$ cat config.mk
export PLATFORM = sky130hd
export DESIGN_NAME = acc_width_unit
export DESIGN_NICKNAME = d
export VERILOG_FILES = /design/src/rtl/acc_pkg.sv /design/src/rtl/acc_rst_sync.sv /design/src/rtl/acc_lane_alu.sv /design/src/rtl/acc_flag_eval.sv /design/src/rtl/acc_width_unit.sv
export SDC_FILE = /design/constraint.sdc
export NUM_CORES = 1
export LEC_CHECK = 0
export ABC_CLOCK_PERIOD_IN_PS = 1050
export BUFFER_PORTS_ARGS = -buffer_cell sky130_fd_sc_hd__buf_2
export CORE_ASPECT_RATIO = 1.4
export CORE_UTILIZATION = 57
export CTS_BUF_LIST = sky130_fd_sc_hd__clkbuf_8 sky130_fd_sc_hd__clkbuf_16
export DETAILED_ROUTE_END_ITERATION = 8
export PLACE_DENSITY = 0.87
export SYNTH_ARGS = -nofsm -noshare
export SYNTH_HDL_FRONTEND = slang
export SYNTH_SLANG_ARGS = --single-unit
$ cat constraint.sdc
create_clock -name clk -period 1.05 [get_ports clk]
set_clock_uncertainty 0.1 [all_clocks]
set_input_delay 0.0525 -clock clk [delete_from_list [all_inputs] [get_ports clk]]
set_output_delay 0.0525 -clock clk [all_outputs]
set_load 0.01 [all_outputs]
$ cat src/rtl/acc_pkg.sv
package acc_pkg;

  typedef enum logic [2:0] {
    OP_IDLE = 3'd0,
    OP_LOAD = 3'd1,
    OP_INC  = 3'd2,
    OP_DEC  = 3'd3,
    OP_ROR  = 3'd4,
    OP_SWAP = 3'd5,
    OP_SETC = 3'd6,
    OP_RSVD = 3'd7
  } acc_op_e;

  // Operations whose result is written back to the accumulator.
  function automatic logic op_writes_acc(acc_op_e o);
    return (o == OP_LOAD) || (o == OP_INC) || (o == OP_DEC) ||
           (o == OP_ROR)  || (o == OP_SWAP);
  endfunction

  // Operations that write the carry flag.
  function automatic logic op_writes_c(acc_op_e o);
    return (o == OP_ROR) || (o == OP_SETC);
  endfunction

endpackage

$ cat src/rtl/acc_rst_sync.sv
module acc_rst_sync #(
  parameter int STAGES = 2
) (
  input  logic clk,
  input  logic rst_n,
  output logic rst_sync_n
);

  logic [STAGES-1:0] chain_q;
  logic [STAGES-1:0] chain_d;

  always_comb begin
    chain_d = {chain_q[STAGES-2:0], 1'b1};
  end

  always_ff @(posedge clk or negedge rst_n) begin
    if (!rst_n) chain_q <= '0;
    else        chain_q <= chain_d;
  end

  assign rst_sync_n = chain_q[STAGES-1];

endmodule

$ cat src/rtl/acc_lane_alu.sv
module acc_lane_alu
  import acc_pkg::*;
#(
  parameter int BYTE_W = 8,
  parameter int NLANES = 2,
  localparam int ACC_W = BYTE_W * NLANES
) (
  input  acc_op_e           op_i,
  input  logic              wide_i,
  input  logic [ACC_W-1:0]  acc_i,
  input  logic [ACC_W-1:0]  din_i,
  input  logic              c_i,
  output logic [ACC_W-1:0]  res_o,
  output logic [NLANES-1:0] lane_we_o,
  output logic              c_shift_o
);

  localparam logic [BYTE_W-1:0] ONE_B = BYTE_W'(1);
  localparam logic [ACC_W-1:0]  ONE_W = ACC_W'(1);

  logic [BYTE_W-1:0] lo;
  logic [ACC_W-BYTE_W-1:0] hi;
  logic [BYTE_W-1:0] lo_new;
  logic [ACC_W-1:0]  wide_new;
  logic [ACC_W-1:0]  swapped;

  assign lo = acc_i[BYTE_W-1:0];
  assign hi = acc_i[ACC_W-1:BYTE_W];
  assign swapped = {lo, hi};

  // Narrow-width result for the low lane.
  always_comb begin
    unique case (op_i)
      OP_LOAD: lo_new = din_i[BYTE_W-1:0];
      OP_INC:  lo_new = lo + ONE_B;
      OP_DEC:  lo_new = lo - ONE_B;
      OP_ROR:  lo_new = {c_i, lo[BYTE_W-1:1]};
      default: lo_new = lo;
    endcase
  end

  // Full-width result.
  always_comb begin
    unique case (op_i)
      OP_LOAD: wide_new = din_i;
      OP_INC:  wide_new = acc_i + ONE_W;
      OP_DEC:  wide_new = acc_i - ONE_W;
      OP_ROR:  wide_new = {c_i, acc_i[ACC_W-1:1]};
      default: wide_new = acc_i;
    endcase
  end

  // Exchange ignores the width. Narrow data ops write lane 0 only.
  always_comb begin
    c_shift_o = acc_i[0];
    if (op_i == OP_SWAP) begin
      res_o     = swapped;
      lane_we_o = '1;
    end else if (wide_i) begin
      res_o     = wide_new;
      lane_we_o = op_writes_acc(op_i) ? '1 : '0;
    end else begin
      res_o     = {hi, lo_new};
      lane_we_o = op_writes_acc(op_i) ? NLANES'(1) : '0;
    end
  end

endmodule

$ cat src/rtl/acc_flag_eval.sv
module acc_flag_eval #(
  parameter int BYTE_W = 8,
  parameter int ACC_W  = 16
) (
  input  logic [ACC_W-1:0] val_i,
  input  logic             wide_i,
  output logic             n_o,
  output logic             z_o
);

  logic z_narrow;
  logic z_wide;

  assign z_narrow = (val_i[BYTE_W-1:0] == '0);
  assign z_wide   = (val_i == '0);

  always_comb begin
    if (wide_i) begin
      n_o = val_i[ACC_W-1];
      z_o = z_wide;
    end else begin
      n_o = val_i[BYTE_W-1];
      z_o = z_narrow;
    end
  end

endmodule

$ cat src/rtl/acc_width_unit.sv
module acc_width_unit
  import acc_pkg::*;
#(
  parameter int BYTE_W = 8,
  parameter int NLANES = 2,
  localparam int ACC_W = BYTE_W * NLANES
) (
  input  logic             clk,
  input  logic             rst_n,
  input  logic [2:0]       op,
  input  logic             wide,
  input  logic             carry_in,
  input  logic [ACC_W-1:0] din,
  output logic [ACC_W-1:0] acc,
  output logic             flag_n,
  output logic             flag_z,
  output logic             flag_c
);

  logic rst_sync_n;
  acc_op_e op_e;

  logic [ACC_W-1:0]  acc_q, acc_d;
  logic              n_q, n_d, z_q, z_d, c_q, c_d;
  logic              acc_en, nz_en, c_en;

  logic [ACC_W-1:0]  alu_res;
  logic [NLANES-1:0] lane_we;
  logic              c_shift;
  logic              n_eval, z_eval;

  assign op_e = acc_op_e'(op);

  acc_rst_sync #(.STAGES(2)) u_rst_sync (
    .clk        (clk),
    .rst_n      (rst_n),
    .rst_sync_n (rst_sync_n)
  );

  acc_lane_alu #(.BYTE_W(BYTE_W), .NLANES(NLANES)) u_alu (
    .op_i      (op_e),
    .wide_i    (wide),
    .acc_i     (acc_q),
    .din_i     (din),
    .c_i       (c_q),
    .res_o     (alu_res),
    .lane_we_o (lane_we),
    .c_shift_o (c_shift)
  );

  // Per-lane merge of the new value.
  for (genvar g = 0; g < NLANES; g++) begin : g_lane
    assign acc_d[g*BYTE_W +: BYTE_W] =
      lane_we[g] ? alu_res[g*BYTE_W +: BYTE_W] : acc_q[g*BYTE_W +: BYTE_W];
  end

  acc_flag_eval #(.BYTE_W(BYTE_W), .ACC_W(ACC_W)) u_flags (
    .val_i  (acc_d),
    .wide_i (wide),
    .n_o    (n_eval),
    .z_o    (z_eval)
  );

  // Next-state and enable logic.
  always_comb begin
    acc_en = op_writes_acc(op_e);
    nz_en  = op_writes_acc(op_e);
    c_en   = op_writes_c(op_e);
    n_d    = n_eval;
    z_d    = z_eval;
    c_d    = (op_e == OP_SETC) ? carry_in : c_shift;
  end

  always_ff @(posedge clk or negedge rst_sync_n) begin
    if (!rst_sync_n) begin
      acc_q <= '0;
      n_q   <= 1'b0;
      z_q   <= 1'b0;
      c_q   <= 1'b0;
    end else begin
      if (acc_en) acc_q <= acc_d;
      if (nz_en) begin
        n_q <= n_d;
        z_q <= z_d;
      end
      if (c_en) c_q <= c_d;
    end
  end

  assign acc    = acc_q;
  assign flag_n = n_q;
  assign flag_z = z_q;
  assign flag_c = c_q;

endmodule

==> results.txt, run 1 <==
GP Congestion - 1.03
Mapped Nets - 332
num ports - 42
CTS sink count - 21
Seq/Total Area, Yosys - 0.223
tool error - [ERROR DPL-0038] Utilization greater than 100%, impossible to legalize
synth top area cells - dfrtp_1, ha_1, nand2_1, o21ai_0, nand2b_1
die width - 56.4 um
Synth top area share - 0.223
flops & latches, synth - 21
CTS root buffer - clkbuf_8
Synth Cell Area - 2360 um2
Buffers on Ports - 41
number of distinct library cells after synthesis - 66
run status - stopped before the end
CTS Buffer Depth - 2
ys flop type - dfrtp_1
Initial Utilization - 0.597
setup repair bufs after CTS - 28
HPWL after detailed placement - 7330 um
CTS Buf Count - 3
EDFF count, synth - 0
Synth area leader - dfrtp_1
Fail Step - clock tree synthesis (4_1_cts)
die extent in y - 78.1 um
Mapped Cells - 294
Cell Rows - 27
CTS resizes - 84
asr flop ratio synth - 1.00
Syn Area/Cell - 8.03 um2
H-Tree Depth - 1
Yosys warnings - 0
hold bufs inserted after CTS - 3
placed insts - 458
## synth_stat cells (all sizes together) (5+ instances only)
library cell   n
a21o           8
a21oi         16
a222oi         5
a22o           5
buf           13
dfrtp         21
ha            14
inv           12
nand2         33
nand2b        14
nand3          7
nor2          17
nor2b          9
nor3           8
o211ai         5
o21a           8
o21ai         25
## metrics by stage
stage	worst slack [ns]	hold slack, ns	utilization	instance area [um2]
after floorplan	-1.93	-0.343	-	2470
after global placement	-2.02	-0.264	0.840	3320
after detailed placement	-2.09	-0.262	0.840	3320
## cells by family after synthesis
group	synth area share
AO/OA/AOI/OAI	0.331
multiplexers	0.0456
other	0.00159
adder cells (fa/ha/maj)	0.0827
flip-flops	0.223
buffers and inverters	0.0610
XOR/XNOR	0.0148
AND/OR/NAND/NOR	0.240
==> inputs of run 2 (changes only) <==
CORE_ASPECT_RATIO = default   (was 1.4)
CORE_UTILIZATION = 40   (was 57)
CTS_BUF_LIST = default   (was sky130_fd_sc_hd__clkbuf_8 sky130_fd_sc_hd__clkbuf_16)
PLACE_DENSITY = default   (was 0.87)
PLACE_DENSITY_LB_ADDON = 0.15   (was default)
==> run 2 against run 1 <==
  * The flow now finishes, with violations (negative setup slack)
  * Area after synthesis is the same
  * Synthesized cell count did not move
==> results.txt, run 2 <==
CTS sink count - 21
Psw - 2.99 mW
CP Buf/Inv Count - 0
Worst-Skew Late Latency - 0.28 ns
worst ir drop on vdd - 1.10 mV
Antenna Violating Nets Remaining - 0
die width - 78.8 um
n_diodes - 0
Max Transition Viols Final - 0
Gate power share - 0.740
Final Hold Viols - 0
Via density - 6.11
number of distinct library cells after synthesis - 66
switching part of the total - 0.419
Clock power frac - 0.084
Pwr Density - 1680 nW/um2
share of cells above drive strength 1 - 0.532
first-pass GRT wire length - 16,000 um
area grow syn2layout - 80.2%
largest net degree at the start of global routing - 39
internal power - 4.14 mW
Core Footprint - 5610 um2
CP Cell Sequence - ha_4 -> nor2b_4 -> o31a_1 -> o211ai_1 -> a2111oi_1 -> or3b_4 -> or4_1 -> or4b_1 -> nand2_1
EDFF count, synth - 0
fmax - 315 MHz
DR DRC count - 0
Synth area leader - dfrtp_1
Setup crit start - acc[2]
CTS tree - done
Starting DRT DRC Count - 398
initial antenna violation count - 0
unrepaired setup endpoints after global routing - yes
GP Congestion - 0.986
critical path type - flop to flop
Net count, final - 496
worst setup margin - -2.12 ns
die extent in y - 78.8 um
Seq/Total Area, Yosys - 0.223
final instance area - 4250 um2
vias in the first global route - 3,148
Critical Path Start Type - flop
Syn Area/Cell - 8.03 um2
top-count cell post-synth - nand2_1
max reg flops - 16
ys flop type - dfrtp_1
Post-synth top cells - nand2_1, dfrtp_1, o21ai_0, nor2_1, a21oi_1
Yosys warnings - 0
Leakage - 1.99 nW
minimum clock period - 3.17 ns
flops & latches, synth - 21
crit share post-route - 3.02
H-Tree Depth - 1
num ports - 42
final WL - 10,700 um
wire length per cell - 20.3 um
Mapped Cells - 294
Placed Area - 3410 um2
Setup crit end kind - flop
failing checks - negative setup slack
Max Fanout on Critical Path - 4
Mapped Nets - 332
HPWL after detailed placement - 6910 um
grt ovf - 0
Buffers on Ports - 41
Reg2Reg Launch Point - acc[2]
CP max stage cell - or4b_1
global router's overall resource usage - 0.340
Setup WS pre-CTS - -2.14 ns
Hold Path Class - flop to async pin
total die area - 6210 um2
Seq pwr share - 0.175
Clk pin slew, worst setup/hold paths - 0.10 ns
cell family with most CP delay - simple AND/OR/NAND/NOR gates
CP max stage delay - 0.47 ns
most frequent cells in the layout - buf_4, buf_6, nand2_1, buf_2
final setup violation count - 35
asr flop ratio synth - 1.00
Vias - 3,231
most common cell after layout, fill and taps aside - buf_4
max_cap viols - 0
CTS root buffer - clkbuf_8
TritonRoute pass-1 iters - 5
total power - 7.14 mW
WP data required - 1.16 ns
run status - complete, but fails checks
Initial Utilization - 0.421
CP Data Arrival Time - 3.29 ns
synth top area cells - dfrtp_1, ha_1, nand2_1, o21ai_0, nand2b_1
CTS Buf Count - 3
CTS Buffer Depth - 2
Synth top area share - 0.223
Cell Rows - 27
Synth Cell Area - 2360 um2
[run 2: area by class of cell]
type | count | area (um2)
repair buffers | 173 | 1440
fillers | 379 | 1360
clock buffers | 3 | 41.3
multi-input cells | 247 | 2090
well taps | 72 | 90.1
flip-flops and latches | 21 | 532
clock inverters | 1 | 5.00
inverters | 12 | 52.6
[run 2: per-layer routing]
layer | up-vias | part of all wire | track usage
met3 | 33 | 0.089 | 0.0517
met2 | 233 | 0.47 | 0.570
met4 | 0 | 0.027 | 0.109
met1 | 1527 | 0.41 | 0.446
li1 | 1438 | - | -
met5 | - | 0 | 0
[run 2: worst paths after layout]
path | end | slack [ns] | cells past startpoint
worst max-delay path | flag_z | -2.12 | 9
worst min-delay path | flag_n | 0.02 | 0
worst max register to register | flag_z | -2.12 | 9
worst min register to register | flag_n | 0.02 | 0
max in group asynchronous | u_rst_sync.chain_q[0] | 0.23 | 3
min in group clk | acc[14] | 0.14 | 4
[run 2: kinds of logic after synthesis]
| group | count (synthesis) | share of synthesized area |
|---|---|---|
| flops | 21 | 0.223 |
| other cells | 1 | 0.00159 |
| compound gates | 110 | 0.331 |
| buf+inv | 26 | 0.0610 |
| fa+ha+maj | 15 | 0.0827 |
| mux | 8 | 0.0456 |
| xor+xnor | 4 | 0.0148 |
| simple gates | 109 | 0.240 |
[run 2: repair_timing]
item	4_1_cts	5_1_grt
gates resized for setup	90	33
hold endpoints to repair	3	0
hold buffers	3	0
pin swaps	20	19
setup endpoints to repair	35	36
buffers inserted	42	11
[run 2: power by group through the flow]
stage	registers [mW]	logic [mW]	clock network, mW
after floorplan	1.38	1.66	0
after global placement	1.24	3.53	0
after detailed placement	1.25	3.55	0
after CTS	1.24	4.81	0.610
after global routing	1.27	5.54	0.634
final	1.25	5.28	0.601
[run 2: stage by stage]
| stage | utilization | hold slack [ns] | TNS (ns) | instances |
|---|---|---|---|---|
| after global placement | 0.607 | -0.263 | -19.89 | 492 |
| after CTS | 0.739 | 0.0155 | -21.49 | 530 |
| final | 0.758 | 0.0151 | -22.83 | 529 |
| after detailed placement | 0.607 | -0.262 | -20.48 | 492 |
| after global routing | 0.758 | 0.0357 | -24.10 | 529 |
| after floorplan | - | -0.343 | -15.83 | 294 |
Note: power is estimated with default switching activity, not from simulation.
